File: src/rtl/uart_idle_pkg.sv
// Shared constants and types for the receive idle timeout detector.
// Assumes frame data lengths of 5 to 9 bits, optional parity and 1 or 2 stop bits.
package uart_idle_pkg;
    localparam int MIN_DATA     = 5;
    localparam int MAX_DATA     = 9;
    localparam int DLEN_W       = 4;
    localparam int CNT_W        = 16;
    localparam int MAX_CHAR_LEN = 1 + MAX_DATA + 1 + 2;
    localparam int BIT_CNT_W    = $clog2(MAX_CHAR_LEN + 1);

    typedef struct packed {
        logic [DLEN_W-1:0] data_len;
        logic              parity_en;
        logic              two_stop;
    } frame_cfg_t;
endpackage

File: src/rtl/idle_char_len.sv
// Computes the length of one idle character in bit times from the frame format.
// Assumes the data length field may be out of range; it is clamped into MIN_DATA..MAX_DATA.
module idle_char_len
    import uart_idle_pkg::*;
(
    input  logic                 clk,
    input  logic                 rst_n,
    input  frame_cfg_t           cfg,
    output logic [BIT_CNT_W-1:0] char_len
);
    logic [DLEN_W-1:0] data_bits;

    // Clamp the data length and add start, parity and stop bits.
    always_comb begin
        if (cfg.data_len < DLEN_W'(MIN_DATA))
            data_bits = DLEN_W'(MIN_DATA);
        else if (cfg.data_len > DLEN_W'(MAX_DATA))
            data_bits = DLEN_W'(MAX_DATA);
        else
            data_bits = cfg.data_len;
        char_len = BIT_CNT_W'(1) + BIT_CNT_W'(data_bits)
                 + BIT_CNT_W'(cfg.parity_en)
                 + (cfg.two_stop ? BIT_CNT_W'(2) : BIT_CNT_W'(1));
    end

    AST_LEN_RANGE: assert property (@(posedge clk) disable iff (!rst_n)
        (char_len >= BIT_CNT_W'(MIN_DATA + 2)) && (char_len <= BIT_CNT_W'(MAX_CHAR_LEN)));
endmodule

File: src/rtl/idle_bit_timer.sv
// Counts high bit ticks within one idle character and flags each completed character.
// Assumes bit_tick is a one-cycle enable; a low line on a tick restarts the character.
module idle_bit_timer
    import uart_idle_pkg::*;
(
    input  logic                 clk,
    input  logic                 rst_n,
    input  logic                 armed,
    input  logic                 char_strobe,
    input  logic                 bit_tick,
    input  logic                 rx_line,
    input  logic [BIT_CNT_W-1:0] char_len,
    output logic                 char_done
);
    logic [BIT_CNT_W-1:0] bit_cnt;
    logic                 at_end;

    // Detect the last bit of an idle character.
    always_comb begin
        at_end    = (bit_cnt == char_len - BIT_CNT_W'(1));
        char_done = armed && !char_strobe && bit_tick && rx_line && at_end;
    end

    // Advance, reload or hold the bit position within the idle character.
    always_ff @(posedge clk) begin
        if (!rst_n)
            bit_cnt <= '0;
        else if (char_strobe || !armed)
            bit_cnt <= '0;
        else if (bit_tick) begin
            if (!rx_line || at_end)
                bit_cnt <= '0;
            else
                bit_cnt <= bit_cnt + BIT_CNT_W'(1);
        end
    end

    AST_LOW_RELOAD: assert property (@(posedge clk) disable iff (!rst_n)
        (bit_tick && !rx_line) |=> (bit_cnt == '0));
    AST_STROBE_RELOAD: assert property (@(posedge clk) disable iff (!rst_n)
        char_strobe |=> (bit_cnt == '0));
endmodule

File: src/rtl/idle_char_counter.sv
// Down-counts idle characters after each received character and fires on expiry.
// Assumes char_done is only raised while armed and never with char_strobe.
module idle_char_counter
    import uart_idle_pkg::*;
(
    input  logic             clk,
    input  logic             rst_n,
    input  logic             char_strobe,
    input  logic             char_done,
    input  logic [CNT_W-1:0] max_idle,
    output logic             armed,
    output logic [CNT_W-1:0] idle_cnt,
    output logic             fire
);
    // The final idle character completes.
    always_comb fire = armed && char_done && (idle_cnt == CNT_W'(1));

    // Load on a new character, count down per idle character, disarm on expiry.
    always_ff @(posedge clk) begin
        if (!rst_n) begin
            armed    <= 1'b0;
            idle_cnt <= '0;
        end else if (char_strobe) begin
            armed    <= (max_idle != '0);
            idle_cnt <= max_idle;
        end else if (armed && char_done) begin
            if (idle_cnt == CNT_W'(1)) begin
                armed    <= 1'b0;
                idle_cnt <= '0;
            end else begin
                idle_cnt <= idle_cnt - CNT_W'(1);
            end
        end
    end

    AST_LOAD: assert property (@(posedge clk) disable iff (!rst_n)
        char_strobe |=> (idle_cnt == $past(max_idle)));
    AST_DEC_STEP: assert property (@(posedge clk) disable iff (!rst_n)
        (armed && char_done && !char_strobe && idle_cnt != CNT_W'(1)) |=> (idle_cnt == $past(idle_cnt) - CNT_W'(1)));
    AST_ZERO_DISABLE: assert property (@(posedge clk) disable iff (!rst_n)
        (char_strobe && max_idle == '0) |=> !armed);
    AST_DISARMED_ZERO: assert property (@(posedge clk) disable iff (!rst_n)
        !armed |-> (idle_cnt == '0));
    AST_ARMED_NONZERO: assert property (@(posedge clk) disable iff (!rst_n)
        armed |-> (idle_cnt != '0));
endmodule

File: src/rtl/idle_irq_flag.sv
// Registers the timeout pulse and keeps a masked, write-one-to-clear interrupt flag.
// Assumes fire is a single-cycle event; a set in the same cycle as a clear wins.
module idle_irq_flag (
    input  logic clk,
    input  logic rst_n,
    input  logic fire,
    input  logic mask_en,
    input  logic clear,
    output logic timeout_pulse,
    output logic irq_flag
);
    // Register the pulse and update the sticky flag.
    always_ff @(posedge clk) begin
        if (!rst_n) begin
            timeout_pulse <= 1'b0;
            irq_flag      <= 1'b0;
        end else begin
            timeout_pulse <= fire;
            if (fire && mask_en)
                irq_flag <= 1'b1;
            else if (clear)
                irq_flag <= 1'b0;
        end
    end

    AST_ONE_SHOT: assert property (@(posedge clk) disable iff (!rst_n)
        timeout_pulse |=> !timeout_pulse);
    AST_IRQ_HOLD: assert property (@(posedge clk) disable iff (!rst_n)
        (irq_flag && !clear) |=> irq_flag);
    AST_MASK_BLOCK: assert property (@(posedge clk) disable iff (!rst_n)
        (!mask_en && !irq_flag) |=> !irq_flag);
endmodule

File: src/rtl/uart_idle_timeout.sv
// Top level of the receive idle timeout detector.
// Assumes char_strobe marks each received data character and bit_tick marks each bit time.
module uart_idle_timeout
    import uart_idle_pkg::*;
(
    input  logic              clk,
    input  logic              rst_n,
    input  logic              bit_tick,
    input  logic              rx_line,
    input  logic              char_strobe,
    input  logic [DLEN_W-1:0] data_len,
    input  logic              parity_en,
    input  logic              two_stop,
    input  logic [CNT_W-1:0]  max_idle,
    input  logic              irq_mask_en,
    input  logic              irq_clear,
    output logic              timeout_pulse,
    output logic              irq_flag,
    output logic [CNT_W-1:0]  idle_count
);
    frame_cfg_t           cfg;
    logic [BIT_CNT_W-1:0] char_len;
    logic                 armed;
    logic                 char_done;
    logic                 fire;

    // Gather the frame fields into one record.
    always_comb cfg = '{data_len: data_len, parity_en: parity_en, two_stop: two_stop};

    idle_char_len u_len (
        .clk      (clk),
        .rst_n    (rst_n),
        .cfg      (cfg),
        .char_len (char_len)
    );

    idle_bit_timer u_bits (
        .clk         (clk),
        .rst_n       (rst_n),
        .armed       (armed),
        .char_strobe (char_strobe),
        .bit_tick    (bit_tick),
        .rx_line     (rx_line),
        .char_len    (char_len),
        .char_done   (char_done)
    );

    idle_char_counter u_cnt (
        .clk         (clk),
        .rst_n       (rst_n),
        .char_strobe (char_strobe),
        .char_done   (char_done),
        .max_idle    (max_idle),
        .armed       (armed),
        .idle_cnt    (idle_count),
        .fire        (fire)
    );

    idle_irq_flag u_irq (
        .clk           (clk),
        .rst_n         (rst_n),
        .fire          (fire),
        .mask_en       (irq_mask_en),
        .clear         (irq_clear),
        .timeout_pulse (timeout_pulse),
        .irq_flag      (irq_flag)
    );

    AST_TIMEOUT_DISARMS: assert property (@(posedge clk) disable iff (!rst_n)
        timeout_pulse |-> (idle_count == '0));
endmodule

File: config.mk
export PLATFORM = sky130hd
export DESIGN_NAME = uart_idle_timeout
export DESIGN_NICKNAME = d
export VERILOG_FILES = /design/src/rtl/uart_idle_pkg.sv /design/src/rtl/idle_char_len.sv /design/src/rtl/idle_bit_timer.sv /design/src/rtl/idle_char_counter.sv /design/src/rtl/idle_irq_flag.sv /design/src/rtl/uart_idle_timeout.sv
export SDC_FILE = /design/constraint.sdc
export NUM_CORES = 1
export LEC_CHECK = 0
export CORE_MARGIN = 5
export CORE_UTILIZATION = 50
export DETAILED_ROUTE_END_ITERATION = 10
export MAX_ROUTING_LAYER = met4
export PLACE_DENSITY = 0.95
export SYNTH_ARGS = -nofsm -noshare
export SYNTH_HDL_FRONTEND = slang
export SYNTH_SLANG_ARGS = --single-unit
File: constraint.sdc
create_clock -name clk -period 7.7 [get_ports clk]
set_clock_uncertainty 0.05 [all_clocks]
set_input_delay 1.54 -clock clk [delete_from_list [all_inputs] [get_ports clk]]
set_output_delay 1.54 -clock clk [all_outputs]
set_load 0.05 [all_outputs]
; ---- Word-level counts from Yosys, hierarchy flattened
; Index checks and enable logic that the tools add are counted.
[op_classes]
bitwise_logic = 1
eq_ne = 2
n_lt_le_gt_ge = 2
n_mux = 12
addsub = 6
n_reduce_logical = 18
[op_table]
columns = op, count
row1 = $mux 16, 3
row2 = $eq 16x1->1 const B, 1
row3 = $reduce_bool 16->1, 1
row4 = $sub 16x1->16 const B, 1
row5 = $mux 4, 3
row6 = $logic_and 1x1->1, 7
row7 = $reduce_bool 2->1, 3
row8 = $mux 1, 5
row9 = $add 1x4->4 const A, 1
row10 = $add 4x1->4, 1
row11 = $add 4x1->4 const B, 1
row12 = $add 4x4->4, 1
row13 = $eq 4x4->1, 1
row14 = $gt 4x4->1 const B, 1
row15 = $lt 4x3->1 const B, 1
row16 = $sub 4x1->4 const B, 1
row17 = $logic_not 1->1, 3
row18 = $logic_or 1x1->1, 2
row19 = $mux 2, 1
row20 = $reduce_and 2->1, 1
row21 = $reduce_or 2->1, 1
row22 = $not 1->1, 1
[totals]
inputBits = 29
out_inout_bits = 18
regBits = 23

; ---- Longest topological paths before layout
; Gate-level depths: netlist of the first run.
[logic_depth]
depth_word = 13
mapped_depth = 12
ltp_nobuf = 10

; ---- Cells and area by module
; A second synthesis of the first run with hierarchy kept.
[unflattened]
cells_unflattened = 197
hier_area_um2 = 1679.1
[by_module_without_submodules]
columns = module, cells_each, n_inst, area_per_inst_um2, seq_area_each_um2
row1 = idle_char_counter, 137, 1, 1133.6, 340.3
row2 = idle_bit_timer, 37, 1, 327.8, 80.1
row3 = idle_char_len, 17, 1, 150.1, 0.0
row4 = idle_irq_flag, 6, 1, 67.6, 40.0

; ---- Worst setup path before layout of the first run
; OpenSTA, ideal clock, no wires.
[synth_path]
kind = input -> register
startpoint = in data_len[1]
endpoint = reg u_cnt.idle_cnt[12]
path_slack_ns = 3.588
t_required_ns = 7.576
stages = 10
t_arrival_ns = 3.987
n_path_buf = 0
cell_sequence = or3b_2 > a21oi_1 > fa_1 > fa_1 > xor2_1 > and4b_2 > nor2b_4 > nand2_4 > or3_1 > a31oi_1
[synth_via]
elab_chain_len = 11
elab_cells_between_ends = 12
classes_between = add/sub (4) / order compare (2) / eq/ne (1) / mux (2) / reduce/logical (3)
[synth_rtl]
columns = element, line_no
row1 = start: declaration, uart_idle_timeout.sv:11  ; input logic [DLEN_W-1:0] data_len,
row2 = $gt 4x4->1, idle_char_len.sv:17  ; else if (cfg.data_len > DLEN_W'(MAX_DATA))
row3 = $mux 4, idle_char_len.sv:17
row4 = $mux 4 *, idle_char_len.sv:15  ; if (cfg.data_len < DLEN_W'(MIN_DATA))
row5 = $add 1x4->4 *, idle_char_len.sv:21  ; char_len = BIT_CNT_W'(1) + BIT_CNT_W'(data_bits)
row6 = $add 4x1->4 *, idle_char_len.sv:22  ; + BIT_CNT_W'(cfg.parity_en)
row7 = $add 4x4->4 *, idle_char_len.sv:23  ; + (cfg.two_stop ? BIT_CNT_W'(2) : BIT_CNT_W'(1));
row8 = $sub 4x1->4 *, idle_bit_timer.sv:20  ; at_end = (bit_cnt == char_len - BIT_CNT_W'(1));
row9 = $eq 4x4->1 *, idle_bit_timer.sv:20
row10 = $logic_and 1x1->1 *, idle_bit_timer.sv:21  ; char_done = armed && !char_strobe && bit_tick && rx_line && at_end;
row11 = $logic_and 1x1->1 *, idle_char_counter.sv:26  ; end else if (armed && char_done) begin
row12 = $reduce_bool 2->1 (no source line) *, n/a
row13 = end signal: assignment, idle_char_counter.sv:25  ; idle_cnt <= max_idle;
row14 = end signal: assignment, idle_char_counter.sv:31  ; idle_cnt <= idle_cnt - CNT_W'(1);
row15 = end: declaration, idle_char_counter.sv:12  ; output logic [CNT_W-1:0] idle_cnt,
; Every way passes the cells marked *; elsewhere a longest branch is shown, timed or not.
; A chain may end at the register's enable or synchronous reset.

; ---- Worst setup path after layout of the first run
[layout_path]
startpoint = in data_len[3]
endpoint = reg u_cnt.idle_cnt[1]
; The elaborated chain is that of the path after synthesis.

==> key figures, run 1 <==
Min path
  – Hold Path Class: reg -> reg
  – Hold_sp: u_cnt.idle_cnt[14]

Synthesis
  – Top FF cell, synth: dfxtp_1
  – Async set or reset register ratio after synthesis: 0
  – Post-synthesis simple-gate area fraction: 0.302
  – Synthesized instance count: approximately 190
  – Mapped Nets: roughly 220
  – Part of the Yosys area used for sequential elements: 0.299
  – Mux contribution to synthesized area: 0.00650
  – Yosys cell types: between 50 and 60
  – Main combinational cell family by area after synthesis: simple AND/OR/NAND/NOR gates
  – Synth Register Bits: 23
  – Post-synthesis compound-gate area fraction: 0.207
  – XOR/XNOR Fraction of Synth Area: 0.0682
  – Post-synth EDFFs: 0
  – Avg Synthesized Cell Area: between 8 and 9 sq um
  – Yosys warnings: 0
  – Adder-Cell Fraction of Synth Area: 0.0585
  – Mapped Area: approximately 0.0015 sq mm

Power and ir drop
  – Combinational Power Share: 0.330
  – Pint: 0.186 mW
  – P_sw: just over 0.1 mW
  – Pwr Density: roughly 140 mW/mm^2
  – VDD IR max: 0.0930 mV
  – Net Sw Frac: 0.352
  – Clock power frac: 0.212
  – Cell leakage power: 0.785 nW
  – Part of the power in registers: 0.458
  – Power, Total: approximately 0.29 mW

GRT
  – First-pass GRT wire length: a little over 7 mm
  – GR Overflow Total: 0
  – Initial antenna violation count: 0
  – Overall Global Routing Usage: 0.218
  – Via count of the first global-routing pass: approximately 1500
  – Largest net degree at the start of global routing: 21

Floorplan
  – Die Y: between 60 and 70 microns
  – # IOs: 47
  – Die W: around 66 microns
  – Die area: between 0.004 and 0.005 sq mm
  – Starting Density: 0.513
  – # rows: 20
  – Core Area: 0.00300 sq mm

Clocking
  – Root buffer cell: clkbuf_4
  – Hold buffers post-CTS: 0
  – Clk_lat worst skew: between 0.3 and 0.4 ns
  – Post-cts resize count: 0
  – TritonCTS clock tree: done
  – CTS sink count: 23
  – Clk buf depth: 2
  – H-tree Lvls: 1
  – Postcts setup bufs: 0
  – Reg clk slew, reported paths: ~0.15 ns
  – Num CTS Buffers: 3

Worst setup path
  – CP Data Arrival Time: between 5 and 6 ns
  – Crit Path Class: in -> reg
  – CP Capture Type: flip-flop
  – CP required: 7.88 ns
  – Crit Path Max Fanout: 11
  – CP cell instances: clkdlybuf4s50_1 > nand3b_1 > a21oi_1 > fa_1 > fa_1 > xnor2_1 > xnor2_1 > nor3_1 > and2_1 > a21oi_1 > a31o_2
  – Critical Path Max Stage Delay: around 0.9 ns
  – Slowest cell on crit path: nor3_1
  – Critical Path Start: data_len[3]
  – R2R Path Start: u_bits.bit_cnt[3]
  – Startpoint Class: primary input

Detailed routing
  – Vias: 1600
  – Via/cell ratio: about 6.1
  – First DRT Iteration DRCs: 206
  – Wire per inst: between 15 and 20 microns
  – DRC: 0
  – DR pass1 iterations: 4
  – DRT antenna net count: 0
  – Final wirelength: ~4.4 mm

Cells and area
  – Fillers: about 240
  – Synthesis-to-layout area growth: 31.2%
  – Layout cells sized above 1: 0.0826
  – Post-route cell area: 0.00202 sq mm
  – # nets final: 266
  – ANT cells: 0

STA
  – Final Critical Period: roughly 5 ns
  – Hold WS: ~0.43 ns
  – Final Max Tran Viols: 0
  – F_max: 194 MHz
  – Final Hold Vio Count: 0
  – Fin crit share: 0.668
  – RSZ-0062 raised after global routing: no
  – Slew HR: 0.233
  – Slew @ Worst Pin: approximately 1.1 ns
  – Setup WS post-layout: 2.55 ns
  – Setup-failing EPs final: 0
  – Setup TNS: 0 ns

Placement
  – DP Area: 0.00199 sq mm
  – DP Worst Slack: between 2 and 2.5 ns
  – Count of input and output buffers: 46
  – Routability cong.: roughly 0.91
  – Post-DP HPWL: ~3.3 mm

Outcome
  – Outcome: finished, final reports clean

Flow run
  – Maxcap violations: 0
[flip-flops by register name, indices dropped and copies added (netlist names)]
| register | cells |
|---|---|
| u_cnt.armed | 1 |
| u_irq.irq_flag | 1 |
| u_bits.bit_cnt | 4 |
| u_cnt.idle_cnt | 16 |
| u_irq.timeout_pulse | 1 |
[layer usage]
| metal | wire length, microns | part of all wire | track usage | vias to the layer above |
|---|---|---|---|---|
| met4 | 97 | 0.022 | 0.0829 | 0 |
| met1 | 1860 | 0.42 | 0.281 | 733 |
| li1 | - | - | - | 775 |
| met3 | 341 | 0.077 | 0.0222 | 10 |
| met5 | 0 | 0 | - | - |
| met2 | 2130 | 0.48 | 0.353 | 82 |
[worst max-delay path: cells and delay by family]
family | cells | cell delay (ns)
compound gates | 3 | 0.49
xor+xnor | 2 | 0.29
fa+ha+maj | 2 | 0.82
buf+inv | 1 | 0.53
simple gates | 3 | 1.64
[synthesized netlist by cell type (2+ instances only)]
cell,number,area [sq um]
o221a_2,2,22.5
nand2_1,24,90.1
o32a_2,2,22.5
dfxtp_1,23,460
a31oi_1,5,31.3
xnor2_1,7,61.3
xor2_1,5,43.8
clkbuf_1,5,18.8
and2b_2,2,17.5
ha_1,4,50.1
and2_1,4,25.0
nor3_1,3,15.0
a21oi_1,9,45.0
nor4_1,7,43.8
nor2_1,14,52.6
and4b_2,2,22.5
o21a_1,3,22.5
o21ai_0,5,25.0
a41oi_1,2,17.5
fa_1,2,40.0
nand4_1,4,25.0
nand3_1,8,40.0
a32oi_1,2,17.5
inv_1,11,41.3
a2bb2oi_1,3,26.3
and3_1,4,25.0
buf_2,2,10.0
[per-stage QoR]
step / util / std cells
final: 0.673 / 263
after global routing: 0.673 / 263
after CTS: 0.673 / 263
after detailed placement: 0.664 / 259
after global placement: 0.664 / 259
after floorplan: - / 189
[cell families (layout without fill, tap and decap cells)]
family          after synthesis  in the layout
compound gates               43             43
buf+inv                      20             61
mux                           1              1
xor+xnor                     12             12
fa+ha+maj                     6              6
simple gates                 84             84
flops                        23             23
[power groups by stage]
stage	Sequential (mW)	Clock, mW	Combinational (mW)
after CTS	0.131	0.0601	0.0937
after global routing	0.132	0.0675	0.101
after detailed placement	0.134	0	0.0931
after floorplan	0.149	0	0.0429
after global placement	0.133	0	0.0917
final	0.131	0.0609	0.0945
[placed cells by master, fill, tap and decap left out, types with 3 or more instances in the layout]
cell             count
dfxtp_1             23
nand4_1              4
nor3_1               3
a2bb2oi_1            3
nor2_1              14
o21ai_0              5
clkdlybuf4s50_1     46
nor4_1               7
o21a_1               3
clkbuf_4             3
and3_1               4
xnor2_1              7
a21oi_1              9
nand3_1              8
a31oi_1              5
xor2_1               5
and2_1               4
ha_1                 4
inv_1               11
nand2_1             24
[cell type report]
| type | instances | area (sq um) | area share |
|---|---|---|---|
| timing repair buffer | 46 | 460 | 0.228 |
| inverter | 11 | 41.3 | 0.0204 |
| clock inverter | 1 | 5.00 | 0.00248 |
| clock buffer | 3 | 22.5 | 0.0111 |
| multi-input combinational | 146 | 990 | 0.490 |
| tap | 33 | 41.3 | 0.0204 |
| sequential | 23 | 460 | 0.228 |
[path summary, 6_finish.rpt]
path                              to  slack, ns  cells after the start
setup / recovery   u_cnt.idle_cnt[1]       2.55                     11
hold / removal    u_cnt.idle_cnt[14]       0.43                      2
setup reg to reg   u_cnt.idle_cnt[1]       5.19                      5
hold reg to reg   u_cnt.idle_cnt[14]       0.43                      2
Note: power is estimated with default switching activity, not from simulation.
==> run 2: changes to the inputs <==
--- a/config.mk
+++ b/config.mk
@@ -6,10 +6,10 @@
 export NUM_CORES = 1
 export LEC_CHECK = 0
 export CORE_MARGIN = 5
-export CORE_UTILIZATION = 50
+export CORE_UTILIZATION = 47
 export DETAILED_ROUTE_END_ITERATION = 10
 export MAX_ROUTING_LAYER = met4
-export PLACE_DENSITY = 0.95
+export PLACE_DENSITY = 0.9
 export SYNTH_ARGS = -nofsm -noshare
 export SYNTH_HDL_FRONTEND = slang
 export SYNTH_SLANG_ARGS = --single-unit
==> constraint.sdc (replaced) <==
create_clock -name clk -period 5 [get_ports clk]
set_clock_uncertainty 0.05 [all_clocks]
set_input_delay 1 -clock clk [delete_from_list [all_inputs] [get_ports clk]]
set_output_delay 1 -clock clk [all_outputs]
set_load 0.05 [all_outputs]
==> run 2 against run 1 <==
Effect of this change:
- via count up 0.88%
- global-route usage down 2.0 points
- clock power up 50%
- die area up 5.4%
- sequential share of layout area down 0.22 points
- first-iteration DRC count down 6.3%
- register-to-register slack worse by 2.3 ns
- flip-flop and latch count unchanged
- final cell count up 4.6%
- worst hold slack better by 0.0084 ns
- cell area up 0.99%
- combinational power up 54%
- critical endpoint is now u_cnt.idle_cnt[12]
- largest cell class unchanged
- largest power group unchanged
==> key figures, run 2 (synthesis gave the netlist of run 1 again) <==
Outcome
  – Outcome: finished, final reports clean

Floorplan
  – Die W: 67.2 microns (+2.7%)
  – Starting Density: 0.496 (-0.0165)
  – # IOs: 47 (unchanged)
  – Core Area: 0.00310 sq mm (+3.3%)
  – Die Y: 67.2 microns (+2.7%)
  – # rows: 20 (unchanged)
  – Die area: 0.00452 sq mm (+5.4%)

Worst setup path
  – CP Capture Type: flip-flop
  – Crit Path Class: in -> reg
  – Crit Path Max Fanout: 12 (+1)
  – CP Data Arrival Time: 4.20 ns (-1.13 ns)
  – CP required: 5.22 ns (-2.66 ns)
  – Startpoint Class: primary input

Detailed routing
  – Vias: 1614 (+0.88%)
  – DR pass1 iterations: 6 (+2)
  – Via/cell ratio: 5.87 (-3.5%)
  – Wire per inst: 15.8 microns (-6.2%)
  – DRC: 0 (unchanged)
  – First DRT Iteration DRCs: 193 (-6.3%)
  – Final wirelength: 4.34 mm (-1.9%)
  – DRT antenna net count: 0 (unchanged)

GRT
  – Largest net degree at the start of global routing: 21 (unchanged)
  – Initial antenna violation count: 0 (unchanged)
  – GR Overflow Total: 0 (unchanged)
  – First-pass GRT wire length: 6.67 mm (-6.9%)
  – Overall Global Routing Usage: 0.198 (-0.0200)
  – Via count of the first global-routing pass: 1429 (-7.1%)

Clocking
  – H-tree Lvls: 1 (unchanged)
  – Clk_lat worst skew: 0.33 ns (about the same)
  – Num CTS Buffers: 3 (unchanged)
  – Clk buf depth: 2 (unchanged)
  – Reg clk slew, reported paths: 0.13 ns (-0.02 ns)
  – Root buffer cell: clkbuf_4
  – TritonCTS clock tree: done
  – Postcts setup bufs: 0 (unchanged)
  – Post-cts resize count: 0 (unchanged)
  – CTS sink count: 23 (unchanged)
  – Hold buffers post-CTS: 0 (unchanged)

Cells and area
  – Most frequent cells in the layout: 46 x clkdlybuf4s50_1, 24 x nand2_1, 23 x dfxtp_1
  – Largest Register: u_cnt.idle_cnt
  – Max reg flops: 16 (unchanged)
  – Largest registers: u_cnt.idle_cnt: 16 flops, u_bits.bit_cnt: 4 flops
  – Commonest non-fill, non-tap cell in the layout: clkdlybuf4s50_1
  – ANT cells: 0 (unchanged)
  – Synthesis-to-layout area growth: 32.5%
  – # nets final: 267 (+0.38%)
  – Layout cells sized above 1: 0.0823 (-0.000358)

Power and ir drop
  – Power, Total: 0.439 mW (+53%)
  – Pwr Density: 215 mW/mm^2 (+52%)
  – VDD IR max: 0.0880 mV (-5.3%)
  – Cell leakage power: 0.787 nW (+0.32%)

Placement
  – Routability cong.: 0.953 (+4.5%)
  – Post-DP HPWL: 3.30 mm (-0.14%)
  – Count of input and output buffers: 46 (unchanged)

STA
  – Setup-failing EPs final: 0 (unchanged)
  – Final Hold Vio Count: 0 (unchanged)
  – Setup TNS: 0 ns (unchanged)
  – Fin crit share: 0.797
  – Final Critical Period: about 4 ns
  – Slew @ Worst Pin: 0.683 ns (-0.459 ns)
  – Slew HR: 0.543 (+0.310)
  – RSZ-0062 raised after global routing: no
  – F_max: ~250 MHz
  – Final Max Tran Viols: 0 (unchanged)

Flow run
  – Maxcap violations: 0 (unchanged)

Min path
  – Hold Path Class: reg -> reg
==> run 2: path summary, 6_finish.rpt <==
kind	slack, ns	cells past startpoint	start	end
setup reg to reg	2.89	8	u_cnt.idle_cnt[1]	u_cnt.idle_cnt[12]
setup / recovery	1.02	11	data_len[3]	u_cnt.idle_cnt[12]
hold reg to reg	0.44	2	u_cnt.idle_cnt[14]	u_cnt.idle_cnt[14]
hold / removal	0.44	2	u_cnt.idle_cnt[14]	u_cnt.idle_cnt[14]
==> run 2: worst max-delay path, stage by stage <==
cell	delay [ns]
clkdlybuf4s50_1	0.52
or3b_2	0.46
a21oi_1	0.20
fa_1	0.23
fa_1	0.43
xor2_1	0.18
and4b_2	0.31
nor2b_4	0.25
nand2_4	0.12
or3_1	0.35
a31oi_1	0.16
==> run 2: cell type report <==
type	instances	area (sq um)
well taps	44	55.1
repair buffers	47	468
fillers	274	1060
flip-flops and latches	23	460
clock buffers	4	26.3
inverters	11	41.3
multi-input cells	146	990
==> run 2: metal layers <==
layer | part of all wire | routed length (microns) | global-route usage | vias to the layer above
li1 | - | - | - | 771
met1 | 0.42 | 1830 | 0.246 | 746
met2 | 0.47 | 2040 | 0.320 | 84
met3 | 0.081 | 350 | 0.0233 | 13
met4 | 0.027 | 118 | 0.0911 | 0
met5 | 0 | 0 | - | -
==> run 2: where the power goes <==
part	switching (mW)	total (mW)	internal (mW)
Clock	0.0598	0.0912	0.0314
Combinational	0.0808	0.146	0.0650
Sequential	0.0109	0.202	0.191
==> run 2: through the flow <==
stage / utilization / cells / hold slack (ns) / cell area (sq um) / worst slack, ns
6_report: 0.658 / 275 / 0.442 / 2040 / 1.02
5_1_grt: 0.658 / 275 / 0.453 / 2040 / 0.843
4_1_cts: 0.658 / 275 / 0.443 / 2040 / 1.04
3_5_place_dp: 0.649 / 271 / 0.426 / 2010 / 0.703
3_3_place_gp: 0.649 / 271 / 0.406 / 2010 / 0.773
2_1_floorplan: - / 189 / 0.485 / 1540 / 1.43
==> run 3: changes to the inputs <==
==> constraint.sdc (replaced) <==
create_clock -name clk -period 3.7 [get_ports clk]
set_clock_uncertainty 0.05 [all_clocks]
set_input_delay 0.74 -clock clk [delete_from_list [all_inputs] [get_ports clk]]
set_output_delay 0.74 -clock clk [all_outputs]
set_load 0.05 [all_outputs]
==> run 3 against run 2 <==
Effect of this change:
- clock power up 27%
- global-route usage up 1.9 points
- sequential share of layout area down 1.3 points
- via count up 3.3%
- die area unchanged
- routed wire length up 4.5%
- non-clock buffer count up 14
- worst hold slack worse by 0.0096 ns
- power up 35%
==> key figures, run 3 (synthesis gave the netlist of run 1 again) <==
Outcome
  – Outcome: finished, final reports clean

Min path
  – Hold path cells: 2 (unchanged)
  – Hold Path Class: reg -> reg

Detailed routing
  – Final wirelength: 4.54 mm (+4.5%)
  – DRC: 0 (unchanged)
  – WL met1: 1.87 mm (+2.1%)
  – Wire per inst: 15.7 microns (-0.55%)
  – Uppermost routed layer: met4
  – DRT antenna net count: 0 (unchanged)
  – WL met3: 316 microns (-9.7%)
  – Via/cell ratio: 5.77 (-1.7%)
  – WL met2: 2.24 mm (+9.5%)
  – First DRT Iteration DRCs: 223 (+16%)
  – DR pass1 iterations: 4 (-2)
  – Vias: 1668 (+3.3%)

STA
  – Final Max Tran Viols: 0 (unchanged)
  – Final Critical Period: around 3.6 ns
  – Slew HR: 0.582 (+0.0389)
  – Hold WS: 0.432 ns (-0.00963 ns)
  – Setup-failing EPs final: 0 (unchanged)
  – Fin crit share: 0.961
  – Final Hold Vio Count: 0 (unchanged)
  – RSZ-0062 raised after global routing: no
  – Slew @ Worst Pin: 0.621 ns (-0.0619 ns)
  – F_max: approximately 280 MHz

Clocking
  – Num CTS Buffers: 3 (unchanged)
  – Clk buf depth: 2 (unchanged)
  – TritonCTS clock tree: done
  – Reg clk slew, reported paths: 0.13 ns (about the same)
  – Root buffer cell: clkbuf_4
  – CTS sink count: 23 (unchanged)
  – Post-cts resize count: 0 (unchanged)
  – Clk_lat worst skew: 0.32 ns (about the same)
  – Postcts setup bufs: 0 (unchanged)
  – Hold buffers post-CTS: 0 (unchanged)
  – H-tree Lvls: 1 (unchanged)

Cells and area
  – Non-Filler Instances: 289 (+5.1%)
  – Layout Utilization: 0.698 (+0.0399)
  – Synthesis-to-layout area growth: 40.5%
  – Largest registers: u_cnt.idle_cnt: 16 flops, u_bits.bit_cnt: 4 flops
  – Most frequent cells in the layout: 46 x clkdlybuf4s50_1, 24 x nand2_1, 23 x dfxtp_1
  – Post-route cell area: 0.00216 sq mm (+6.1%)
  – Layout cells sized above 1: 0.143 (+0.0606)
  – ANT cells: 0 (unchanged)
  – Max reg flops: 16 (unchanged)
  – Largest Register: u_cnt.idle_cnt
  – # nets final: 281 (+5.2%)
  – Commonest non-fill, non-tap cell in the layout: clkdlybuf4s50_1

Floorplan
  – # rows: 20 (unchanged)
  – Die area: 0.00452 sq mm (unchanged)
  – Starting Density: 0.496 (unchanged)
  – Die Y: 67.2 microns (unchanged)
  – Core Area: 0.00310 sq mm (unchanged)
  – # IOs: 47 (unchanged)
  – Die W: 67.2 microns (unchanged)

GRT
  – Via count of the first global-routing pass: 1607 (+12%)
  – Largest net degree at the start of global routing: 21 (unchanged)
  – First-pass GRT wire length: 7.42 mm (+11%)
  – Initial antenna violation count: 0 (unchanged)
  – GR Overflow Total: 0 (unchanged)
  – Overall Global Routing Usage: 0.217 (+0.0194)

Worst setup path
  – CP required: 3.91 ns (-1.31 ns)
  – Crit Path Max Fanout: 8 (-4)
  – CP Capture Type: flip-flop
  – Crit Path Class: in -> reg
  – Startpoint Class: primary input
  – CP Data Arrival Time: 3.76 ns (-0.44 ns)
  – R2R cell count: 7 (-1)

Flow run
  – Maxcap violations: 0 (unchanged)

Placement
  – Routability cong.: 0.887 (-7.0%)
  – DP Area: 0.00213 sq mm (+5.8%)
  – Dpl cells: 285 (+5.2%)
  – Post-DP HPWL: 3.52 mm (+6.9%)
  – Count of input and output buffers: 46 (unchanged)

Power and ir drop
  – Cell leakage power: 0.858 nW (+9.0%)
  – VDD IR max: 0.265 mV (+200%)
  – Pwr Density: 275 mW/mm^2 (+28%)
[run 3: cell types whose count changed in the layout (fill, tap and decap cells not counted), sizes merged]
cell / change
buf: +14
[run 3: layer usage]
metal,GRT usage,vias up
met5,-,-
met4,0.0709,0
met3,0.0383,11
met2,0.352,64
met1,0.273,791
li1,-,802
[run 3: power by group]
part	internal, mW	switching [mW]	total [mW]
clock	0.0422	0.0735	0.116
sequential	0.258	0.0144	0.273
combinational	0.0942	0.112	0.206
[run 3: final timing paths]
path	slack [ns]	to	from
max	0.15	u_cnt.idle_cnt[15]	data_len[3]
min reg2reg	0.43	u_cnt.idle_cnt[14]	u_cnt.idle_cnt[14]
max reg2reg	1.59	u_cnt.idle_cnt[0]	u_cnt.idle_cnt[7]
min	0.43	u_cnt.idle_cnt[14]	u_cnt.idle_cnt[14]
[run 3: metrics by stage]
step	worst slack [ns]	setup TNS, ns	power [mW]
after floorplan	0.388	0	0.398
after global placement	-0.0929	-0.567	0.477
after detailed placement	-0.138	-1.03	0.481
after CTS	0.185	0	0.594
after global routing	0.00758	0	0.626
final	0.145	0	0.595
[run 3: cell type report]
cell class              count  area, sq um
well taps                  44         55.1
fillers                   266          938
flip-flops and latches     23          460
repair buffers             61          586
inverters                  11         41.3
clock buffers               4         26.3
multi-input cells         146          996
[run 3: worst max-delay path, stage by stage]
cell and delay, ns:
clkdlybuf4s50_1 0.47, or3b_2 0.47, a21oi_2 0.18, fa_2 0.22, fa_1 0.42, xor2_1 0.18
and4b_2 0.29, nor2b_4 0.19, nand2_4 0.09, buf_4 0.14, o221a_2 0.28, nor2_1 0.09
